[src/rtl/spi_reg_pkg.sv]
package spi_reg_pkg;
  localparam int REG_W   = 6;
  localparam int SUB_W   = 15;
  localparam int MAX_LEN = 8;
  localparam int DATA_W  = MAX_LEN * 8;
  localparam int LEN_W   = $clog2(MAX_LEN + 1);
  localparam int CNT_W   = $clog2(MAX_LEN + 4);
  localparam int IDX_W   = $clog2(DATA_W);

  typedef struct packed {
    logic             load;      // accept request, load first byte
    logic             sample;    // rising sclk: capture miso
    logic             shiftOut;  // falling sclk inside a byte
    logic             loadNext;  // falling sclk at byte end, more follow
    logic             store;     // byte finished
    logic [CNT_W-1:0] byteIdx;   // current wire byte
  } strobe_t;

  function automatic logic [1:0] hdrCount(input logic [SUB_W-1:0] sub);
    if (sub == '0)            return 2'd1;
    else if (sub > SUB_W'(127)) return 2'd3;
    else                      return 2'd2;
  endfunction

  function automatic logic [7:0] hdrByte(input logic wr, input logic [REG_W-1:0] regId,
                                         input logic [SUB_W-1:0] sub, input logic [1:0] idx);
    case (idx)
      2'd0:    return {wr, (sub != '0), regId};
      2'd1:    return {(sub > SUB_W'(127)), sub[6:0]};
      default: return sub[14:7];
    endcase
  endfunction
endpackage

[src/rtl/spiRegCtrl.sv]
module spiRegCtrl
  import spi_reg_pkg::*;
#(
  parameter int CLK_HALF = 2
) (
  input  logic             clk,
  input  logic             rstN,
  input  logic             reqValid,
  input  logic [LEN_W-1:0] reqLen,
  input  logic [CNT_W-1:0] totalBytes,
  output strobe_t          strb,
  output logic             busy,
  output logic             done,
  output logic             csN,
  output logic             sclk,
  output logic             irqBlock
);
  localparam int DIV_W = $clog2(CLK_HALF + 1);

  typedef enum logic [1:0] {ST_IDLE, ST_SETUP, ST_SHIFT, ST_HOLD} state_t;
  state_t state;

  logic [DIV_W-1:0] divCnt;
  logic [CNT_W-1:0] byteIdx;
  logic [2:0]       bitIdx;
  logic             tick, accept, lastByte, lenOk;

  assign tick     = (divCnt == DIV_W'(CLK_HALF - 1));
  assign lenOk    = (reqLen != '0) && (reqLen <= LEN_W'(MAX_LEN));
  assign accept   = reqValid && (state == ST_IDLE) && lenOk;
  assign lastByte = (byteIdx == totalBytes - CNT_W'(1));
  assign busy     = (state != ST_IDLE);

  always_comb begin
    strb         = '0;
    strb.byteIdx = byteIdx;
    strb.load    = accept;
    if (state == ST_SHIFT && tick) begin
      if (!sclk) strb.sample = 1'b1;
      else if (bitIdx == 3'd7) begin
        strb.store    = 1'b1;
        strb.loadNext = !lastByte;
      end else strb.shiftOut = 1'b1;
    end
  end

  always_ff @(posedge clk) begin
    if (!rstN) begin
      state    <= ST_IDLE;
      divCnt   <= '0;
      byteIdx  <= '0;
      bitIdx   <= '0;
      csN      <= 1'b1;
      sclk     <= 1'b0;
      done     <= 1'b0;
      irqBlock <= 1'b0;
    end else begin
      done <= 1'b0;
      if (state == ST_IDLE) divCnt <= '0;
      else                  divCnt <= tick ? '0 : divCnt + DIV_W'(1);
      case (state)
        ST_IDLE: if (accept) begin
          state    <= ST_SETUP;
          csN      <= 1'b0;
          irqBlock <= 1'b1;
          byteIdx  <= '0;
          bitIdx   <= '0;
          sclk     <= 1'b0;
        end
        ST_SETUP: if (tick) state <= ST_SHIFT;
        ST_SHIFT: if (tick) begin
          sclk <= !sclk;
          if (sclk) begin
            if (bitIdx == 3'd7) begin
              bitIdx <= '0;
              if (lastByte) state <= ST_HOLD;
              else          byteIdx <= byteIdx + CNT_W'(1);
            end else bitIdx <= bitIdx + 3'd1;
          end
        end
        ST_HOLD: if (tick) begin
          state    <= ST_IDLE;
          csN      <= 1'b1;
          irqBlock <= 1'b0;
          done     <= 1'b1;
        end
        default: state <= ST_IDLE;
      endcase
    end
  end

  // clock moves only inside a selected transaction
  assert_sclk_selected_R8: assert property (@(posedge clk) disable iff (!rstN)
    !$stable(sclk) |-> !csN);
  // clock is idle low when chip select falls
  assert_cs_fall_low_R8: assert property (@(posedge clk) disable iff (!rstN)
    $fell(csN) |-> !sclk);
  // completion coincides with chip select release
  assert_done_release_R9: assert property (@(posedge clk) disable iff (!rstN)
    done |-> (csN && $past(!csN)));
  // single-cycle pulse
  assert_done_pulse_R9: assert property (@(posedge clk) disable iff (!rstN)
    done |=> !done);
endmodule

[src/rtl/spiRegDpath.sv]
module spiRegDpath
  import spi_reg_pkg::*;
(
  input  logic              clk,
  input  logic              rstN,
  input  strobe_t           strb,
  input  logic              reqWrite,
  input  logic [REG_W-1:0]  reqRegId,
  input  logic [SUB_W-1:0]  reqSubAddr,
  input  logic [LEN_W-1:0]  reqLen,
  input  logic [DATA_W-1:0] reqWData,
  input  logic              miso,
  output logic [CNT_W-1:0]  totalBytes,
  output logic              mosi,
  output logic [DATA_W-1:0] rdData
);
  logic              wrR;
  logic [REG_W-1:0]  regR;
  logic [SUB_W-1:0]  subR;
  logic [LEN_W-1:0]  lenR;
  logic [DATA_W-1:0] wdR;
  logic [1:0]        hdrLenR;
  logic [7:0]        txSh, rxSh, nextByte;
  logic [CNT_W-1:0]  nextIdx, curData, nxtData;
  logic [IDX_W-1:0]  nxtBase, curBase;

  assign totalBytes = CNT_W'(hdrLenR) + CNT_W'(lenR);
  assign mosi       = txSh[7];
  assign nextIdx    = strb.byteIdx + CNT_W'(1);
  assign nxtData    = nextIdx - CNT_W'(hdrLenR);
  assign curData    = strb.byteIdx - CNT_W'(hdrLenR);
  assign nxtBase    = {nxtData[2:0], 3'b000};
  assign curBase    = {curData[2:0], 3'b000};

  always_comb begin
    if (nextIdx < CNT_W'(hdrLenR)) nextByte = hdrByte(wrR, regR, subR, nextIdx[1:0]);
    else if (wrR)                  nextByte = wdR[nxtBase +: 8];
    else                           nextByte = 8'h00;
  end

  always_ff @(posedge clk) begin
    if (!rstN) begin
      wrR <= 1'b0; regR <= '0; subR <= '0; lenR <= '0; wdR <= '0;
      hdrLenR <= 2'd1; txSh <= '0; rxSh <= '0; rdData <= '0;
    end else if (strb.load) begin
      wrR     <= reqWrite;
      regR    <= reqRegId;
      subR    <= reqSubAddr;
      lenR    <= reqLen;
      wdR     <= reqWData;
      hdrLenR <= hdrCount(reqSubAddr);
      txSh    <= hdrByte(reqWrite, reqRegId, reqSubAddr, 2'd0);
      rdData  <= '0;
    end else begin
      if (strb.sample)   rxSh <= {rxSh[6:0], miso};
      if (strb.shiftOut) txSh <= {txSh[6:0], 1'b0};
      if (strb.loadNext) txSh <= nextByte;
      if (strb.store && !wrR && (strb.byteIdx >= CNT_W'(hdrLenR)))
        rdData[curBase +: 8] <= rxSh;
    end
  end

  // no capture lands while a write is in flight
  assert_write_no_capture_R6: assert property (@(posedge clk) disable iff (!rstN)
    (wrR && !strb.load) |=> $stable(rdData));
endmodule

[src/rtl/spiRegMaster.sv]
module spiRegMaster
  import spi_reg_pkg::*;
#(
  parameter int CLK_HALF = 2
) (
  input  logic              clk,
  input  logic              rstN,
  input  logic              reqValid,
  input  logic              reqWrite,
  input  logic [5:0]        reqRegId,
  input  logic [14:0]       reqSubAddr,
  input  logic [3:0]        reqLen,
  input  logic [63:0]       reqWData,
  output logic              busy,
  output logic              done,
  output logic [63:0]       rdData,
  output logic              sclk,
  output logic              mosi,
  output logic              csN,
  input  logic              miso,
  input  logic              devIrq,
  output logic              irqOut
);
  strobe_t          strb;
  logic [CNT_W-1:0] totalBytes;
  logic             irqBlock;

  spiRegCtrl #(.CLK_HALF(CLK_HALF)) uCtrl (
    .clk(clk), .rstN(rstN), .reqValid(reqValid), .reqLen(reqLen),
    .totalBytes(totalBytes), .strb(strb), .busy(busy), .done(done),
    .csN(csN), .sclk(sclk), .irqBlock(irqBlock)
  );

  spiRegDpath uDpath (
    .clk(clk), .rstN(rstN), .strb(strb), .reqWrite(reqWrite),
    .reqRegId(reqRegId), .reqSubAddr(reqSubAddr), .reqLen(reqLen),
    .reqWData(reqWData), .miso(miso), .totalBytes(totalBytes),
    .mosi(mosi), .rdData(rdData)
  );

  assign irqOut = devIrq && !irqBlock;

  // interrupt never passes while the peripheral is selected
  assert_irq_masked_R10: assert property (@(posedge clk) disable iff (!rstN)
    !csN |-> !irqOut);
endmodule

[config.mk]
export PLATFORM = sky130hd
export DESIGN_NAME = spiRegMaster
export DESIGN_NICKNAME = d
export VERILOG_FILES = /design/src/rtl/spi_reg_pkg.sv /design/src/rtl/spiRegCtrl.sv /design/src/rtl/spiRegDpath.sv /design/src/rtl/spiRegMaster.sv
export SDC_FILE = /design/constraint.sdc
export NUM_CORES = 1
export LEC_CHECK = 0
export BUFFER_PORTS_ARGS = -buffer_cell sky130_fd_sc_hd__clkbuf_2
export CORE_ASPECT_RATIO = 0.7
export CORE_MARGIN = 2
export CORE_UTILIZATION = 59
export CTS_CLUSTER_SIZE = 40
export DETAILED_ROUTE_END_ITERATION = 7
export PLACE_DENSITY_LB_ADDON = 0.08
export RECOVER_POWER = 100
export SYNTH_ARGS = -nofsm -noshare
export SYNTH_HDL_FRONTEND = slang
export SYNTH_SLANG_ARGS = --single-unit
[constraint.sdc]
create_clock -name clk -period 10.1 [get_ports clk]
set_clock_uncertainty 0.2 [all_clocks]
set_input_delay 1.515 -clock clk [delete_from_list [all_inputs] [get_ports clk]]
set_output_delay 1.515 -clock clk [all_outputs]
set_load 0.01 [all_outputs]
* After elaboration in Yosys (flattened, before gate mapping)
Index checks and enable logic that the tools add are counted.
** Word-level totals
- Register bits :: 187
- Output and inout port bits :: 70
- Word-level logic and storage cells :: 122
- Input bits :: 95
** Cells by class
- Bitwise operators :: 2
- Add/subtract/negate cells :: 8
- Equality and inequality tests :: 15
- Shifts and indexed selects :: 3
- Reductions and logical operators :: 30
- Multiplexer cells :: 42
- Order comparisons :: 5
** Operator list (count)
- $bwmux W64 :: 1
- $shift A8 B8 Y64 const A :: 1
- $shiftx A64 B7 Y8 :: 1
- $shiftx A8 B8 Y64 :: 1
- $mux W8 :: 5
- $gt A15 B7 Y1 const B :: 2
- $reduce_bool A15 Y1 :: 2
- $mux W4 :: 6
- $mux W2 :: 9
- $pmux W8 S2 :: 1
- $logic_not A15 Y1 :: 1
- $mux W3 :: 5
- $ne A2 B1 Y1 const B :: 6
- $mux W1 :: 9
- $neg A6 Y8 :: 1
- $pmux W2 S4 :: 1
- $pmux W4 S2 :: 1
- $logic_and A1 B1 Y1 :: 7
- $reduce_and A7 Y1 :: 1
- $eq A2 B1 Y1 const B :: 3
- $pmux W1 S2 :: 3
- $pmux W3 S2 :: 1
- $reduce_and A3 Y1 :: 2
- $reduce_and A6 Y1 :: 1
- 23 further kinds :: 34

* Depth between registers and ports, before layout
- Word-level depth :: 10
- Mapped depth :: 13

* Hierarchy
Synthesis repeated with hierarchy kept, for this count alone.
** Second synthesis, totals
- Cell total of the unflattened synthesis :: 880
- Area, all modules :: 8570.7 µm²
** By module, submodules not included
- spiRegDpath :: seq. area each 3443.3 µm², instances 1, area each 7571.0 µm², cells an instance 764
- spiRegCtrl :: seq. area each 300.3 µm², instances 1, area each 985.9 µm², cells an instance 115
- spiRegMaster :: seq. area each 0.0 µm², instances 1, area each 13.8 µm², cells an instance 1

* Worst setup path before layout
Ideal clock, no wire load.
- Kind :: reg2reg
- Start :: reg uCtrl.byteIdx[1]
- End :: reg uDpath.txSh[0]
- Slack :: 6.618 ns
- Data arrival time :: 3.151 ns
- Data required time :: 9.768 ns
- Cell stages (with the launch flop) :: 13
- Library setup time :: 0.132 ns
- Path through :: dfxtp_1 -> inv_1 -> ha_1 -> clkbuf_1 -> clkinv_1 -> fa_1 -> buf_2 -> buf_1 -> mux4_2 -> mux2i_1 -> o22ai_1 -> nor3b_1 -> a211oi_1
** Between the ends
- Word-level cells in the longest chain between the ends :: 7
- Elaborated cells on any way between the ends :: 17
** Ends and longest elaborated chain
- start: declaration :: line spiRegCtrl.sv:24 : logic [CNT_W-1:0] byteIdx;
- start signal: assignment :: line spiRegCtrl.sv:77 : else byteIdx <= byteIdx + CNT_W'(1);
- $add A4 B1 Y4 or $eq A4 B4 Y1 (tied branches) :: line spiRegDpath.sv:29, spiRegCtrl.sv:31
- $sub A3 B2 Y3 or $logic_not A1 Y1 (tied branches) :: line spiRegDpath.sv:30, spiRegCtrl.sv:42
- $shiftx A64 B7 Y8 or $mux W2 (tied branches) :: line spiRegDpath.sv:37, spiRegCtrl.sv:40
- $mux W8 or $mux W3 (tied branches) :: line spiRegDpath.sv:37, spiRegCtrl.sv:39
- $mux W8 or $mux W4 (tied branches) :: line spiRegDpath.sv:36, spiRegCtrl.sv:38
- $mux W8 :: line spiRegDpath.sv:57 : if (strb.loadNext) txSh <= nextByte;
- $mux W8 :: line spiRegDpath.sv:45 : end else if (strb.load) begin
- end signal: assignment :: line spiRegDpath.sv:52 : txSh <= hdrByte(reqWrite, reqRegId, reqSubAddr, 2'd0);
- end signal: assignment :: line spiRegDpath.sv:56 : if (strb.shiftOut) txSh <= {txSh[6:0], 1'b0};
- end signal: assignment :: line spiRegDpath.sv:57
- end: declaration :: line spiRegDpath.sv:23 : logic [7:0] txSh, rxSh, nextByte;
Parallel ways exist; a longest one is shown, timed or not.
A chain may end at the register's enable or synchronous reset.

* Worst setup path in the final report
- Start :: in reqLen[0]
- End :: reg uCtrl.byteIdx[1]
** Between the ends
- Word-level cells in the longest chain between the ends :: 5
- Elaborated cells on any way between the ends :: 6
** Ends and longest elaborated chain
- start: declaration :: line spiRegMaster.sv:12 : input logic [3:0] reqLen,
- $le A4 B4 Y1 or $reduce_bool A4 Y1 (tied branches) :: line spiRegCtrl.sv:29 : assign lenOk = (reqLen != '0) && (reqLen <= LEN_W'(MAX_LEN));
- $logic_and A1 B1 Y1 * :: line spiRegCtrl.sv:29
- $logic_and A1 B1 Y1 * :: line spiRegCtrl.sv:30 : assign accept = reqValid && (state == ST_IDLE) && lenOk;
- $ne A2 B1 Y1 (no source line) *
- $reduce_and A6 Y1 (no source line) *
Every way passes the cells marked *; elsewhere a longest branch is shown, timed or not.

==> impl_metrics.json <==
{
  "switching_share_pct": 29.94,
  "use_met1_pct": 42.67,
  "hold_viol_final": 0,
  "utilization_pct": 71.71,
  "synthToLayoutAreaGrowth_pct": 16.85,
  "clock.fmax_mhz": 153.3,
  "cp.arrival_ps": 6460,
  "timing_worst_setup_path_type": "in -> reg",
  "power_leakage_nw": 4.088,
  "dp_hpwl_um": 13850,
  "ir_drop_mv": 0.1228,
  "nFillCells": 1123,
  "rr_endpoint": "uCtrl.byteIdx[1]",
  "clockBufferDepth": 2,
  "final_common_cell": "nand2_1",
  "fin_crit_sh_pct": 64.58,
  "post-place-ws_ps": 5899,
  "fp.dieW_um": 144.9,
  "cts_tree": "done",
  "use_met2_pct": 41.44,
  "dp.cells": 1216,
  "grt_max_degree": 112,
  "drtPass1Iterations": 5,
  "gp_congestion": 0.8472,
  "remaining_drc_errors": 0,
  "grt.overflow.total": 0,
  "n_antenna_cell": 0,
  "rr_startpoint": "uCtrl.state[0]",
  "numCtsBuffers": 17,
  "synth-edff-count": 0,
  "fp.coreArea_um2": 13360,
  "tightest_slew_ps": 4831,
  "die-height_um": 102.6,
  "clk_latency_ps": 430,
  "ys_seq_area_share_pct": 45.67,
  "async_flop_share_pct": 0,
  "p_comb_share_pct": 16.7,
  "grt_pass1_wl_um": 32600,
  "synth_area_um2": 8197,
  "cts.hold.buffers_added": 0,
  "dpl_cell_area_um2": 9047,
  "required_ps": 10040,
  "pwr-share-seq_pct": 45.0,
  "hp-class": "reg -> reg",
  "setup_ws_ps": 3577,
  "path_cells": "clkbuf_2 > or4_1 > nand4_1 > clkbuf_1 > a22oi_1 > o21ai_0 > o41ai_1",
  "initial_core_util_pct": 61.37,
  "grt-busiest-layer": "met1",
  "track_usage_pct": 28.20,
  "worst_path_dominant_cell_family": "buffers and inverters",
  "cts.repair.resized": 0,
  "holdPathStages": 1,
  "antenna_left": 0,
  "layout.area.seq_um2": 3744,
  "dieArea_um2": 14870,
  "portBuffers": 164,
  "clkTransAtPathRegs_ps": 70,
  "final_area_um2": 9578,
  "post_cts_buffers": 0,
  "grt_antenna_before_repair": 0,
  "yosysWarnings": 0,
  "power.share.clock_pct": 38.3,
  "cp_max_fo": 97,
  "setup_viol": 0,
  "synthCells": 917,
  "p_int_mw": 1.281,
  "path_buf_inv": 2,
  "violations": "max-capacitance violations, max-slew violations",
  "num_rows": 35,
  "regToRegSetupSlack_ps": 4550,
  "ys_types": 58,
  "cp_slowest_cell": "clkbuf_1",
  "layout.nets": 1166,
  "routedWlPerCell_um": 16.32,
  "relSlewSlack_pct": -222.1,
  "clock_sinks": 187,
  "synth_flop_cell": "dfxtp_1",
  "hold_start": "uCtrl.divCnt[0]",
  "h-tree-depth": 4,
  "p_per_area_nw_per_um2": 190.9,
  "viasPerCell": 5.556,
  "status": "finished with violations",
  "min_to": "uCtrl.divCnt[0]",
  "p_switching_mw": 0.5474,
  "finalMaxSlewViolations": 210,
  "maxCapViolCount": 2,
  "drtIter0Drc": 570,
  "multiInputGateArea_um2": 4138,
  "holdWs_ps": 224.8,
  "start_kind": "input pin",
  "max_stage_delay_ps": 2890,
  "syn_nets": 1033,
  "setup_tns_ps": 0,
  "grt_pass1_vias": 6333,
  "num_vias": 6928,
  "root_buffer": "clkbuf_16",
  "synth_area_per_cell_um2": 8.939,
  "fin_cells": 1247,
  "endpoint_kind": "flip-flop",
  "power_mw": 1.828,
  "drive_gt1_share_pct": 14.97,
  "ys_ff_latch": 187,
  "boundaryPins": 165,
  "reg2reg_depth": 7,
  "fin_crit_ps": 6523,
  "final_cell_mix": "nand2_1, dfxtp_1, a21oi_1",
  "wirelength_um": 20350,
  "rsz0062_at_grt": "no",
  "met3_usage_pct": 5.388
}
-- worst register-to-register path, stage by stage (launching register included) --
cell and delay (ps):
dfxtp_1 390, inv_1 100, ha_1 270, nand4_1 110
clkbuf_1 2890, a22oi_1 700, o21ai_0 490, o41ai_1 110
-- kinds of logic after synthesis --
kind of cell	count (synthesis)	share of synthesized area, %
DFF	187	45.67
AOI/OAI and AO/OA	177	12.64
xor gates and xnor gates	9	1.053
and+or+nand+nor	352	19.04
buffers and inverters	74	3.831
adders and majority gates	21	3.480
muxes	97	14.29
-- layout make-up --
type / instances / share of cell area (%)
Clock buffer: 17 / 4.442
Sequential cell: 187 / 39.09
Clock inverter: 14 / 2.155
Tap cell: 185 / 2.417
Timing Repair Buffer: 169 / 7.943
Multi-Input combinational cell: 656 / 43.20
Inverter: 19 / 0.7577
-- power groups by stage --
stage | logic (mW) | registers, mW | clock network (mW)
6_report | 0.306 | 0.823 | 0.700
2_1_floorplan | 0.229 | 0.827 | 0
3_5_place_dp | 0.301 | 0.838 | 0
3_3_place_gp | 0.298 | 0.838 | 0
4_1_cts | 0.305 | 0.821 | 0.707
5_1_grt | 0.343 | 0.828 | 0.737
-- worst max-delay path by stage --
stage | startpoint | to | slack (ps) | cells past startpoint
after floorplan | uCtrl.byteIdx[1] | uDpath.txSh[0] | 6620 | 12
after global placement | reqLen[3] | uDpath.txSh[5] | 5970 | 9
after detailed placement | reqLen[3] | uDpath.txSh[5] | 5900 | 9
after CTS | uCtrl.byteIdx[0] | uDpath.txSh[4] | 5850 | 9
after global routing | reqLen[3] | uCtrl.byteIdx[0] | 3040 | 8
final | reqLen[0] | uCtrl.byteIdx[1] | 3580 | 7
-- synthesized netlist by cell type (all sizes together) (2+ instances only) --
cell	instances	area share [%]
a21oi	108	6.6
a221o	7	0.85
a22o	2	0.21
a32oi	5	0.53
and2	2	0.15
and3	2	0.15
buf	28	1.7
clkbuf	27	1.2
clkinv	2	0.092
dfxtp	187	46
fa	3	0.73
ha	18	2.7
inv	17	0.78
mux2i	81	9.9
mux4	16	4.4
nand2	204	9.4
nand2b	2	0.15
nand3	11	0.85
nand4	8	0.95
nor2	89	4.2
nor2b	13	0.99
nor3	6	0.50
nor4	8	0.79
nor4b	2	0.40
o211ai	2	0.18
o21a	3	0.27
o21ai	30	1.8
o22ai	8	0.61
o31ai	2	0.18
or4	2	0.23
xnor2	4	0.52
xor2	5	0.53
-- flip-flops by register name, indices dropped and copies added (netlist names), 2 cells and up --
register and cells:
uCtrl.divCnt 2, uDpath.rxSh 8, uDpath.lenR 4, uDpath.wdR 64, uDpath.hdrLenR 2, uDpath.rdData 64, uDpath.regR 6, uCtrl.bitIdx 3
uDpath.txSh 8, uDpath.subR 15, uCtrl.byteIdx 4, uCtrl.state 2
-- routing by layer --
layer	part of all wire (%)	up-vias	routed length (um)
li1	-	3422	-
met1	49	3220	9911
met2	43	268	8707
met3	7.4	18	1516
met4	1.1	0	217
met5	0	-	0
Note: power is estimated with default switching activity, not from simulation.
